[src/rtl/eif_pkg.sv]
package eif_pkg;
  localparam int unsigned EIF_REG_W    = 8;
  localparam int unsigned EIF_NUM_PINS = 4;

  typedef enum logic {
    SENSE_EDGE  = 1'b0,
    SENSE_LEVEL = 1'b1
  } sense_e;
endpackage

[src/rtl/eif_rst_sync.sv]
module eif_rst_sync #(
  parameter int unsigned STAGES = 2
) (
  input  logic clk,
  input  logic rst_n,
  output logic rst_sync_n
);
  logic [STAGES-1:0] sync_q;

  always_ff @(posedge clk or negedge rst_n) begin
    if (!rst_n) sync_q <= '0;
    else        sync_q <= {sync_q[STAGES-2:0], 1'b1};
  end

  assign rst_sync_n = sync_q[STAGES-1];
endmodule

[src/rtl/eif_clear_decode.sv]
module eif_clear_decode #(
  parameter int unsigned NUM_PINS = 4,
  localparam int unsigned IDX_W   = (NUM_PINS > 1) ? $clog2(NUM_PINS) : 1
) (
  input  logic                clk,
  input  logic                rst_ni,
  input  logic                ack_valid_i,
  input  logic [IDX_W-1:0]    ack_idx_i,
  input  logic                wr_en_i,
  input  logic [NUM_PINS-1:0] wr_ones_i,
  output logic [NUM_PINS-1:0] clr_o
);
  logic [NUM_PINS-1:0] ack_hit;
  logic [NUM_PINS-1:0] wr_hit;

  for (genvar g = 0; g < NUM_PINS; g++) begin : g_dec
    always_comb begin
      ack_hit[g] = ack_valid_i && (ack_idx_i == IDX_W'(g));
      wr_hit[g]  = wr_en_i && wr_ones_i[g];
    end
  end

  assign clr_o = ack_hit | wr_hit;

  // an acknowledge names at most one pin
  assert_ack_single_R5: assert property (@(posedge clk) disable iff (!rst_ni)
    $onehot0(ack_hit));
  // with no write and no acknowledge no flag may be cleared
  assert_no_spurious_clear_R6: assert property (@(posedge clk) disable iff (!rst_ni)
    (!wr_en_i && !ack_valid_i) |-> (clr_o == '0));
endmodule

[src/rtl/eif_flag_cell.sv]
module eif_flag_cell
  import eif_pkg::*;
(
  input  logic   clk,
  input  logic   rst_ni,
  input  logic   set_i,
  input  logic   clr_i,
  input  sense_e mode_i,
  output logic   flag_o
);
  logic flag_q;
  logic flag_d;
  logic flag_we;

  always_comb begin
    flag_d  = flag_q;
    flag_we = 1'b0;
    if (mode_i == SENSE_LEVEL) begin
      flag_d  = 1'b0;
      flag_we = flag_q;
    end else if (set_i) begin
      flag_d  = 1'b1;
      flag_we = !flag_q;
    end else if (clr_i) begin
      flag_d  = 1'b0;
      flag_we = flag_q;
    end
  end

  always_ff @(posedge clk or negedge rst_ni) begin
    if (!rst_ni)      flag_q <= 1'b0;
    else if (flag_we) flag_q <= flag_d;
  end

  assign flag_o = flag_q;

  // level mode leaves the stored flag clear
  assert_level_clears_R7: assert property (@(posedge clk) disable iff (!rst_ni)
    (mode_i == SENSE_LEVEL) |=> !flag_q);
  // an edge-mode trigger always lands, even against a clear
  assert_set_wins_R9: assert property (@(posedge clk) disable iff (!rst_ni)
    (mode_i == SENSE_EDGE && set_i) |=> flag_q);
  // a clear without a trigger empties the flag
  assert_clear_takes_R6: assert property (@(posedge clk) disable iff (!rst_ni)
    (mode_i == SENSE_EDGE && !set_i && clr_i) |=> !flag_q);
  // an idle flag keeps its value
  assert_hold_R5: assert property (@(posedge clk) disable iff (!rst_ni)
    (mode_i == SENSE_EDGE && !set_i && !clr_i) |=> $stable(flag_q));
endmodule

[src/rtl/eif_req_gate.sv]
module eif_req_gate
  import eif_pkg::*;
(
  input  logic   clk,
  input  logic   rst_ni,
  input  logic   flag_i,
  input  logic   cond_i,
  input  sense_e mode_i,
  input  logic   en_i,
  input  logic   gie_i,
  output logic   req_o
);
  logic source;

  always_comb begin
    source = (mode_i == SENSE_LEVEL) ? cond_i : flag_i;
    req_o  = source && en_i && gie_i;
  end

  // a request never leaves without both enables
  assert_req_qualified_R4: assert property (@(posedge clk) disable iff (!rst_ni)
    req_o |-> (en_i && gie_i));
  // in level mode the request cannot come from a stale flag
  assert_level_source_R8: assert property (@(posedge clk) disable iff (!rst_ni)
    (mode_i == SENSE_LEVEL && !cond_i) |-> !req_o);
endmodule

[src/rtl/eif_flag_unit.sv]
module eif_flag_unit
  import eif_pkg::*;
#(
  parameter int unsigned NUM_PINS = EIF_NUM_PINS,
  parameter int unsigned REG_W    = EIF_REG_W,
  localparam int unsigned IDX_W   = (NUM_PINS > 1) ? $clog2(NUM_PINS) : 1
) (
  input  logic                clk,
  input  logic                rst_n,
  input  logic [NUM_PINS-1:0] trig_i,
  input  logic [NUM_PINS-1:0] level_mode_i,
  input  logic [NUM_PINS-1:0] pin_en_i,
  input  logic                gie_i,
  input  logic                ack_valid_i,
  input  logic [IDX_W-1:0]    ack_idx_i,
  input  logic                wr_en_i,
  input  logic [REG_W-1:0]    wr_data_i,
  output logic [REG_W-1:0]    rd_data_o,
  output logic [NUM_PINS-1:0] irq_o
);
  logic                rst_sync_n;
  logic [NUM_PINS-1:0] clr;
  logic [NUM_PINS-1:0] flags;
  logic [NUM_PINS-1:0] visible;
  logic                unused_wr_hi;

  assign unused_wr_hi = ^wr_data_i[REG_W-1:NUM_PINS];

  eif_rst_sync #(.STAGES(2)) u_rst_sync (
    .clk        (clk),
    .rst_n      (rst_n),
    .rst_sync_n (rst_sync_n)
  );

  eif_clear_decode #(.NUM_PINS(NUM_PINS)) u_clear (
    .clk         (clk),
    .rst_ni      (rst_sync_n),
    .ack_valid_i (ack_valid_i),
    .ack_idx_i   (ack_idx_i),
    .wr_en_i     (wr_en_i),
    .wr_ones_i   (wr_data_i[NUM_PINS-1:0]),
    .clr_o       (clr)
  );

  for (genvar p = 0; p < NUM_PINS; p++) begin : g_pin
    sense_e mode;
    assign mode = sense_e'(level_mode_i[p]);

    eif_flag_cell u_cell (
      .clk    (clk),
      .rst_ni (rst_sync_n),
      .set_i  (trig_i[p]),
      .clr_i  (clr[p]),
      .mode_i (mode),
      .flag_o (flags[p])
    );

    eif_req_gate u_req (
      .clk    (clk),
      .rst_ni (rst_sync_n),
      .flag_i (flags[p]),
      .cond_i (trig_i[p]),
      .mode_i (mode),
      .en_i   (pin_en_i[p]),
      .gie_i  (gie_i),
      .req_o  (irq_o[p])
    );

    assign visible[p] = flags[p] && (mode == SENSE_EDGE);
  end

  assign rd_data_o = REG_W'(visible);

  // reserved bits never show anything
  assert_reserved_zero_R2: assert property (@(posedge clk) disable iff (!rst_sync_n)
    rd_data_o[REG_W-1:NUM_PINS] == '0);
  // a level-mode pin never reads as pending
  assert_level_reads_zero_R7: assert property (@(posedge clk) disable iff (!rst_sync_n)
    (rd_data_o[NUM_PINS-1:0] & level_mode_i) == '0);
endmodule

[config.mk]
export PLATFORM = sky130hd
export DESIGN_NAME = eif_flag_unit
export DESIGN_NICKNAME = d
export VERILOG_FILES = /design/src/rtl/eif_pkg.sv /design/src/rtl/eif_rst_sync.sv /design/src/rtl/eif_clear_decode.sv /design/src/rtl/eif_flag_cell.sv /design/src/rtl/eif_req_gate.sv /design/src/rtl/eif_flag_unit.sv
export SDC_FILE = /design/constraint.sdc
export NUM_CORES = 1
export LEC_CHECK = 0
export BUFFER_PORTS_ARGS = -buffer_cell sky130_fd_sc_hd__buf_2
export CORE_UTILIZATION = 25
export DETAILED_ROUTE_END_ITERATION = 8
export PLACE_DENSITY_LB_ADDON = 0.15
export SKIP_LAST_GASP = 1
export SYNTH_ARGS = -nofsm -noshare
export SYNTH_HDL_FRONTEND = slang
export SYNTH_SLANG_ARGS = --single-unit
[constraint.sdc]
create_clock -name clk -period 1.3 [get_ports clk]
set_clock_uncertainty 0.2 [all_clocks]
set_input_delay 0.26 -clock clk [delete_from_list [all_inputs] [get_ports clk]]
set_output_delay 0.26 -clock clk [all_outputs]
set_load 0.02 [all_outputs]
; Yosys cells after proc, flatten, opt, wreduce, memory -nomap -nowiden
; Index checks and enable logic that the tools add are counted.
; W data, S select, Z words.
[word_totals]
ff_bits = 6
input_bits = 27
out_inout_bits = 12
elab_cells = 74
[classes]
reduce_logical = 33
n_eq_ne = 3
bitwise = 5
muxes = 28
[ops]
columns = cell, n
row1 = $mux W1, 28
row2 = $logic_and A1 B1 Y1, 20
row3 = $reduce_bool A3 Y1, 4
row4 = $reduce_and A2 Y1, 4
row5 = $eq A2 B2 Y1 const B, 2
row6 = $logic_not A1 Y1, 4
row7 = $not A1 Y1, 4
row8 = $or A4 B4 Y4, 1
row9 = $eq A2 B1 Y1 const B, 1
row10 = $logic_not A2 Y1, 1

; Longest topological paths before layout
; Gate-level depths: netlist of the first run.
[depth]
word_depth = 7
ltp_mapped = 3

; By module
; From an unflattened synthesis of the first run, not the netlist that was laid out.
[hier_totals]
cells_unflattened = 49
hier_area_um2 = 436.7
[modules_own_cells]
columns = mod, n_inst, cells_each, area_each_um2
row1 = eif_flag_cell, 4, 4, 43.8
row2 = eif_flag_unit, 1, 9, 88.8
row3 = eif_req_gate, 4, 3, 17.5
row4 = eif_rst_sync, 1, 3, 53.8
row5 = eif_clear_decode, 1, 9, 48.8

; Worst setup path before layout of the first run
; Ideal clock, no wire load.
[synth_timing]
kind = register to output
startpoint = register g_pin[0].u_cell.flag_q
endpoint = output irq_o[0]
t_arrival_ns = 1.039
path_slack_ns = -0.199
stages_incl_launch_ff = 4
path_buffers = 1
cell_sequence = dfrtp_1 -> nor2b_1 -> o211a_1 -> buf_4
[synth_via]
elab_chain_cells = 3
[synth_rtl]
columns = item, line_no
row1 = start: declaration, eif_flag_cell.sv:11  ; logic flag_q;
row2 = start signal: assignment, eif_flag_cell.sv:32  ; else if (flag_we) flag_q <= flag_d;
row3 = $mux W1, eif_req_gate.sv:16  ; source = (mode_i == SENSE_LEVEL) ? cond_i : flag_i;
row4 = $logic_and A1 B1 Y1 (2 in a row), eif_req_gate.sv:17  ; req_o = source && en_i && gie_i;
row5 = end: declaration, eif_flag_unit.sv:19  ; output logic [NUM_PINS-1:0] irq_o
; No other way between the ends.

; Worst setup path in the final report of the first run
[layout_timing]
startpoint = register g_pin[1].u_cell.flag_q
endpoint = output irq_o[1]
[layout_via]
elab_chain_cells = 3
[layout_rtl]
columns = item, line_no
row1 = start: declaration, eif_flag_cell.sv:11
row2 = start signal: assignment, eif_flag_cell.sv:32
row3 = $mux W1, eif_req_gate.sv:16
row4 = $logic_and A1 B1 Y1 (2 in a row), eif_req_gate.sv:17
; No other way between the ends.

==> flow_summary_export.csv, run 1 <==
group,metric,value,unit
pwr,p_leak,0.442,nW
die,io_pins,39,
logic_synthesis,ys_types,12,
layout,drive_above_1_share,57.0,%
setup_path,critPathTopFamily,"flip-flops",
sta,period_needed,1.52,ns
detailed_routing,ant_nets,0,
die,core_area,1510,µm²
pwr,irDropWorstVdd,0.000484,V
setup_path,worstRegToRegCells,4,
sta,finalHoldViolCount,0,
placement,place.gp.congestion,0.713,
layout,regArea,150,µm²
setup_path,reg2reg_slack,0.08,ns
worst_hold_path,min_from,"trig_i[0]",
die,rows,14,
run_status,status,"finished, violations left",
sta,fin_ws,-0.223,ns
clocking,clk_path_buf_depth,2,
detailed_routing,first_iter_violations,3,
layout,multi_input_area,223,µm²
detailed_routing,drtPass1Iterations,4,
layout,finalNetCount,115,
setup_path,arrival,1.06,ns
logic_synthesis,yosysSeqAreaShare,36.9,%
sta,hold_ws,0.0584,ns
setup_path,crit_buf_inv,1,
global_route,antenna_found_initial,0,
setup_path,critPathLaunchType,"flop",
sta,drv_slew,0,
layout,fillerInstances,132,
logic_synthesis,synth_area_per_cell,9.24,µm²
clocking,cts_sinks,6,
setup_path,endpoint_kind,"output pin",
global_route,grt_pass1_wl,1.55,mm
die,die_h,42.3,µm
global_route,grt_max_degree,5,
setup_path,slowest_delay,0.36,ns
sta,rsz0062_at_grt,"yes",
clocking,numCtsBuffers,3,
sta,setup_viol,8,
clocking,root_buffer,"clkbuf_4",
global_route,grt.total_usage,11.8,%
logic_synthesis,synth_area,407,µm²
sta,post-route-period-util,117,%
clocking,clk_latency,0.24,ns
setup_path,worstPathRequired,0.84,ns
setup_path,reg2reg_from,"g_pin[2].u_cell.flag_o",
die,die_x,42.3,µm
global_route,grt_pass1_vias,421,
clocking,h-tree-depth,1,
flow_run,cap_violations,0,
setup_path,crit_start,"g_pin[1].u_cell.flag_o",
logic_synthesis,ys_ff_latch,6,
setup_path,crit_cells,3,
setup_path,cpMaxStageDelayCell,"dfrtp_1",
setup_path,crit_fanout,2,
detailed_routing,drt_wl_total,957,µm
pwr,powerDensity,748,nW/µm²
logic_synthesis,yosysWarnings,0,
layout,most-common-layout-cells,"buf_2 (22), buf_6 (11), buf_4 (9)",
layout,layout_commonest_cell,"buf_2",
sta,max_freq,657,MHz
layout,n_antenna_cell,0,
worst_hold_path,hold_path_class,"primary input to flop",
clocking,cts_tree,"yes",
worst_hold_path,worstHoldPathCells,2,
placement,dp_hpwl,791,µm
run_status,violations,"negative setup slack",
detailed_routing,drc_errors,0,
layout,synthToLayoutAreaGrowth,84.9,%
clocking,path_clk_slew,0.05,ns
die,die-area,1790,µm²
die,initial_utilization,27.0,%
detailed_routing,vias,451,
layout,final_util,49.9,%
detailed_routing,post_drt_wl_per_cell,9.38,µm
setup_path,path_cells,"nor2b_4 > o211a_1 > buf_6",
logic_synthesis,synth_cells,44,
placement,pre_cts_ws,-0.0386,ns
setup_path,path_class,"flop to output pin",
detailed_routing,viasPerCell,4.42,
placement,io_buffers,30,
global_route,globalRouteOverflowTotal,0,
[cell usage after synthesis, drive strengths merged]
| master | number | share of area (%) |
|---|---|---|
| nor2b | 4 | 6.2 |
| a32o | 4 | 9.8 |
| inv | 4 | 3.7 |
| dfrtp | 6 | 37 |
| buf | 8 | 15 |
| conb | 2 | 1.8 |
| o211a | 4 | 9.8 |
| or3b | 1 | 2.2 |
| and2 | 4 | 6.2 |
| nand3 | 1 | 1.2 |
| nand3b | 2 | 3.7 |
| nand2 | 4 | 3.7 |
[sequential cells by signal, summed over array words and instances (netlist names)]
name / cells
g_pin.u_cell.flag_o: 4
u_rst_sync.sync_q: 2
[worst register-to-register path: stages, from the launching register on]
cell and delay, ns:
dfrtp_1 0.35, nor2b_4 0.13, buf_6 0.11, buf_4 0.12
a32o_1 0.20
[layer usage]
layer | GRT usage [%] | up-vias | share of wire [%]
li1 | - | 222 | -
met1 | 12.5 | 210 | 40
met2 | 19.4 | 19 | 51
met3 | 7.33 | 0 | 8.8
met4 | 3.75 | 0 | 0
met5 | 0 | - | 0
[timing repair]
action	in CTS	in global routing
pin swaps	4	0
resized for setup	19	0
gates cloned	0	0
hold buffers	2	0
endpoints found under the hold margin	6	0
buffers inserted	2	1
endpoints found under the setup margin	8	8
[logic make-up after synthesis]
family          after synthesis  share of synthesized area (%)
flops                         6                           36.9
compound gates                8                           19.7
other cells                   2                           1.85
simple gates                 16                           23.1
buf+inv                      12                           18.5
[power by group]
part           switching, W  internal [W]  leakage (nW)  total [W]
registers        0.00000342      0.000201        0.0733   0.000204
clock network     0.0000643      0.000104        0.0138   0.000169
logic             0.0000804      0.000110         0.354   0.000190
total              0.000148      0.000415         0.442   0.000563
[final cells by class]
cell class | instances | area share [%]
Inverter | 4 | 2.00
Timing Repair Buffer | 44 | 42.8
Tap cell | 16 | 2.66
Clock buffer | 3 | 3.00
Multi-Input combinational cell | 29 | 29.6
Sequential cell | 6 | 20.0
[path summary, 6_finish.rpt]
check,end
max,irq_o[1]
min,g_pin[0].u_cell.flag_o
max reg2reg,g_pin[2].u_cell.flag_o
min reg2reg,u_rst_sync.sync_q[1]
max in group asynchronous,g_pin[0].u_cell.flag_o
min in group asynchronous,u_rst_sync.sync_q[1]
[metrics by stage]
stage | power [W] | instances | area (µm²) | setup TNS, ns
floorplan | 0.000300 | 47 | 463 | 0
global placement | 0.000363 | 94 | 626 | -0.131
detailed placement | 0.000364 | 94 | 626 | -0.123
CTS | 0.000569 | 101 | 744 | -1.41
global route | 0.000595 | 102 | 752 | -1.58
finish | 0.000563 | 102 | 752 | -1.33
Power figures use the tool's default switching activity.
==> run 2: changes to the inputs <==
==> constraint.sdc (replaced) <==
create_clock -name clk -period 1.3 [get_ports clk]
set_clock_uncertainty 0.2 [all_clocks]
set_input_delay 0.26 -clock clk [delete_from_list [all_inputs] [get_ports clk]]
set_output_delay 0.26 -clock clk [all_outputs]
set_load 0.05 [all_outputs]
==> flow_summary_export.csv, run 2 (synthesis gave the netlist of run 1 again) <==
group,metric,value,unit
detailed_routing,drt_wl_total,968,µm
layout,instances_no_fill,102,
placement,io_buffers,30,
setup_path,arrival,1.09,ns
layout,largest_register_ffs,4,
clocking,h-tree-depth,1,
setup_path,endpoint_kind,"output pin",
layout,drive_above_1_share,57.0,%
clocking,cts_tree,"yes",
detailed_routing,viasPerCell,4.43,
placement,placed_cells,93,
setup_path,critPathLaunchType,"flop",
die,die_h,42.3,µm
global_route,grt_max_degree,5,
sta,setup_viol,8,
clocking,clk_path_buf_depth,2,
run_status,status,"finished, violations left",
sta,drv_slew,0,
sta,period_needed,1.55,ns
die,io_pins,39,
pwr,irDropWorstVdd,0.000620,V
global_route,antenna_found_initial,0,
setup_path,worstRegToRegCells,4,
detailed_routing,vias,452,
clocking,path_clk_slew,0.05,ns
sta,post-route-period-util,119,%
sta,hold_ws,0.126,ns
global_route,grt.total_usage,13.3,%
detailed_routing,ant_nets,0,
detailed_routing,post_drt_wl_per_cell,9.49,µm
layout,synthToLayoutAreaGrowth,88.6,%
layout,most-common-layout-cells,"buf_2 (22), buf_6 (9), buf_4 (8)",
pwr,powerDensity,802,nW/µm²
detailed_routing,drtPass1Iterations,2,
worst_hold_path,hold_path_class,"primary input to asynchronous set/reset pin",
run_status,violations,"negative setup slack",
die,die_x,42.3,µm
clocking,numCtsBuffers,3,
layout,layout_commonest_cell,"buf_2",
clocking,clk_latency,0.24,ns
layout,n_antenna_cell,0,
die,rows,14,
pwr,p_leak,0.445,nW
layout,final_util,50.9,%
global_route,grt_pass1_vias,461,
detailed_routing,first_iter_violations,3,
clocking,cts_sinks,6,
clocking,root_buffer,"clkbuf_4",
placement,dp_hpwl,750,µm
sta,rsz0062_at_grt,"yes",
die,die-area,1790,µm²
setup_path,worstPathRequired,0.84,ns
setup_path,crit_fanout,2,
sta,finalHoldViolCount,0,
flow_run,cap_violations,0,
die,initial_utilization,27.0,%
die,core_area,1510,µm²
detailed_routing,drc_errors,0,
global_route,globalRouteOverflowTotal,0,
sta,fin_ws,-0.252,ns
global_route,grt_pass1_wl,1.69,mm
sta,max_freq,644,MHz
layout,fillerInstances,142,
placement,place.gp.congestion,0.690,
setup_path,path_class,"flop to output pin",
sta,setup_tns,-1.46,ns
layout,finalNetCount,115,
[run 2: cell types whose count changed in the layout (fill, tap and decap cells not counted)]
cell,delta
buf_4,-1
buf_6,-2
buf_8,+3
[run 2: final timing paths]
check / to / from / slack [ns]
worst max-delay path: irq_o[1] / g_pin[1].u_cell.flag_o / -0.25
worst min-delay path: u_rst_sync.sync_q[1] / rst_n / 0.13
worst max register to register: g_pin[1].u_cell.flag_o / g_pin[1].u_cell.flag_o / 0.05
worst min register to register: u_rst_sync.sync_q[1] / u_rst_sync.sync_q[0] / 0.15
max in group asynchronous: g_pin[3].u_cell.flag_o / u_rst_sync.sync_q[1] / 0.34
min in group clk: g_pin[1].u_cell.flag_o / trig_i[1] / 0.13
[run 2: power by group]
group | switching (W) | total (W) | internal, W
registers | 0.00000347 | 0.000204 | 0.000201
clock network | 0.0000659 | 0.000170 | 0.000104
logic | 0.000125 | 0.000241 | 0.000116
total | 0.000194 | 0.000615 | 0.000421
[run 2: layout make-up]
type | instances | area, µm² | area share, %
sequential | 6 | 150 | 19.6
inverter | 4 | 15.0 | 1.96
multi-input combinational | 29 | 223 | 29.0
tap | 16 | 20.0 | 2.61
timing repair buffer | 44 | 337 | 43.9
clock buffer | 3 | 22.5 | 2.94
[run 2: worst max-delay path: stages (launching register included)]
cell     delay [ns]
dfrtp_1        0.36
nor2b_4        0.13
o211a_1        0.21
buf_6          0.15
[run 2: stage by stage]
| stage | instance area (µm²) | worst slack [ns] | total power (W) |
|---|---|---|---|
| after detailed placement | 618 | -0.105 | 0.000404 |
| final | 767 | -0.252 | 0.000615 |
| after CTS | 763 | -0.258 | 0.000622 |
| after floorplan | 463 | -0.142 | 0.000344 |
| after global routing | 767 | -0.308 | 0.000658 |
| after global placement | 618 | -0.105 | 0.000404 |
[run 2: what timing repair did]
action,CTS,global route
pin swaps,0,1
gates resized for setup,20,3
setup buffers,5,0
endpoints found under the hold margin,6,0
endpoints found under the setup margin,8,9
hold buffers,2,0
gates cloned,0,0
[run 2: layer usage]
layer | vias to the layer above | wire (µm) | track usage (%)
li1 | 223 | - | -
met1 | 209 | 343 | 11.7
met2 | 20 | 521 | 24.3
met3 | 0 | 103 | 8.62
met4 | 0 | 0 | 3.75
met5 | - | 0 | 0
==> run 3: changes to the inputs <==
--- a/config.mk
+++ b/config.mk
@@ -9,6 +9,8 @@
 export CORE_UTILIZATION = 25
 export DETAILED_ROUTE_END_ITERATION = 8
 export PLACE_DENSITY_LB_ADDON = 0.15
+export RECOVER_POWER = 100
+export SETUP_SLACK_MARGIN = 0.15
 export SKIP_LAST_GASP = 1
 export SYNTH_ARGS = -nofsm -noshare
 export SYNTH_HDL_FRONTEND = slang
==> flow_summary_export.csv, run 3 (synthesis gave the netlist of run 1 again) <==
group,metric,value,unit
run_status,status,"finished, violations left",
run_status,violations,"negative setup slack",
sta,finalHoldViolCount,0,
setup_path,path_class,"flop to output pin",
detailed_routing,viasPerCell,4.47,
setup_path,arrival,1.10,ns
detailed_routing,route.met3.wl,95,µm
layout,layout_commonest_cell,"buf_2",
placement,placed_cells,93,
clocking,clk_latency,0.24,ns
sta,drv_slew,0,
sta,fin_ws,-0.261,ns
sta,period_needed,1.56,ns
setup_path,crit_cells,3,
global_route,grt_pass1_wl,1.64,mm
placement,io_buffers,30,
global_route,grt.total_usage,13.1,%
clocking,h-tree-depth,1,
die,die_h,42.3,µm
pwr,power_frac_seq,33.2,%
flow_run,cap_violations,0,
layout,regArea,150,µm²
setup_path,critPathLaunchType,"flop",
setup_path,crit_fanout,2,
clocking,clk_path_buf_depth,2,
pwr,powerDensity,818,nW/µm²
global_route,antenna_found_initial,0,
layout,most-common-layout-cells,"buf_2 (21), buf_6 (9), buf_4 (8)",
setup_path,worstRegToRegCells,5,
sta,hold_ws,0.123,ns
clocking,path_clk_slew,0.05,ns
setup_path,timing.rr.end,"g_pin[1].u_cell.flag_o",
detailed_routing,first_iter_violations,6,
detailed_routing,drtPass1Iterations,3,
layout,finalNetCount,114,
worst_hold_path,hold_path_class,"primary input to flop",
setup_path,crit_start,"g_pin[0].u_cell.flag_o",
layout,largest_register_ffs,4,
layout,n_antenna_cell,0,
setup_path,cpMaxStageDelayCell,"dfrtp_1",
layout,instances_no_fill,101,
clocking,cts_sinks,6,
placement,dp_hpwl,753,µm
die,die-area,1790,µm²
detailed_routing,post_drt_wl_per_cell,9.80,µm
clocking,root_buffer,"clkbuf_4",
pwr,netSwitchingPower,0.000198,W
placement,place.gp.congestion,0.689,
setup_path,endpoint_kind,"output pin",
pwr,clockPowerShare,28.5,%
sta,setup_tns,-1.48,ns
detailed_routing,drt_wl_total,990,µm
layout,drive_above_1_share,55.3,%
sta,max_freq,641,MHz
layout,fillerInstances,160,
setup_path,reg2reg_from,"g_pin[1].u_cell.flag_o",
setup_path,cp-endpoint,"irq_o[0]",
setup_path,worstPathRequired,0.84,ns
clocking,numCtsBuffers,3,
sta,rsz0062_at_grt,"yes",
sta,post-route-period-util,120,%
global_route,grt_max_degree,5,
pwr,p_leak,0.435,nW
die,die_x,42.3,µm
placement,pre_cts_ws,-0.107,ns
clocking,cts_tree,"yes",
layout,multi_input_area,223,µm²
layout,synthToLayoutAreaGrowth,84.6,%
sta,setup_viol,9,
detailed_routing,wl_met1,358,µm
setup_path,crit_buf_inv,1,
detailed_routing,ant_nets,0,
pwr,irDropWorstVdd,0.000610,V
detailed_routing,vias,451,
setup_path,critPathTopFamily,"flip-flops",
layout,final_util,49.8,%
global_route,grt_pass1_vias,420,
setup_path,slowest_delay,0.36,ns
setup_path,path_cells,"nor2b_4 > o211a_1 > buf_6",
die,core_area,1510,µm²
pwr,p_int,0.000416,W
pwr,p_sw_share,32.3,%
die,rows,14,
setup_path,reg2reg_slack,-0.05,ns
die,initial_utilization,27.0,%
pwr,p_comb_share,38.2,%
detailed_routing,dr_wl_met2,527,µm
detailed_routing,drc_errors,0,
detailed_routing,highest_layer,"met4",
global_route,globalRouteOverflowTotal,0,
die,io_pins,39,
## run 3: worst min-delay path by stage
stage	startpoint	end	slack, ns	depth (start not counted)
after floorplan	rst_n	u_rst_sync.sync_q[0]	-0.24	0
after global placement	rst_n	u_rst_sync.sync_q[0]	-0.15	1
after detailed placement	rst_n	u_rst_sync.sync_q[1]	-0.15	1
after CTS	rst_n	u_rst_sync.sync_q[1]	0.12	2
after global routing	wr_data_i[1]	g_pin[1].u_cell.flag_o	0.12	3
final	trig_i[0]	g_pin[0].u_cell.flag_o	0.12	3
## run 3: what timing repair did
item / CTS / global route
hold endpoints to repair: 6 / 0
resized for setup: 15 / 6
pin swaps: 0 / 1
endpoints found under the setup margin: 8 / 10
gates cloned: 0 / 0
setup buffers: 2 / 1
hold buffers: 2 / 0
## run 3: routing by layer
metal	GRT usage, %	vias to the layer above
li1	-	219
met1	13.0	209
met2	21.5	20
met3	8.19	3
met4	5.63	0
met5	0	-
## run 3: cell type report
type | instances | share of cell area [%]
clock buffers | 3 | 3.00
inverters | 4 | 2.00
well taps | 16 | 2.67
flip-flops and latches | 6 | 20.0
repair buffers | 43 | 42.7
multi-input cells | 29 | 29.7
## run 3: stage by stage
| step | total power (W) | area [µm²] |
|---|---|---|
| 2_1_floorplan | 0.000344 | 463 |
| 6_report | 0.000614 | 751 |
| 4_1_cts | 0.000612 | 722 |
| 3_5_place_dp | 0.000404 | 618 |
| 5_1_grt | 0.000657 | 751 |
| 3_3_place_gp | 0.000404 | 618 |
## run 3: worst reg2reg max path: stages (launching register included)
cell and delay [ns]:
dfrtp_1 0.36, nor2b_4 0.13, buf_6 0.11, buf_6 0.10
buf_6 0.10, a32o_1 0.24
## run 3: power by group through the flow
| stage | combinational, W | sequential, W | clock (W) |
|---|---|---|---|
| 6_report | 0.000235 | 0.000204 | 0.000175 |
| 3_3_place_gp | 0.000195 | 0.000209 | 0 |
| 3_5_place_dp | 0.000195 | 0.000209 | 0 |
| 2_1_floorplan | 0.000137 | 0.000207 | 0 |
| 4_1_cts | 0.000224 | 0.000204 | 0.000184 |
| 5_1_grt | 0.000249 | 0.000205 | 0.000202 |
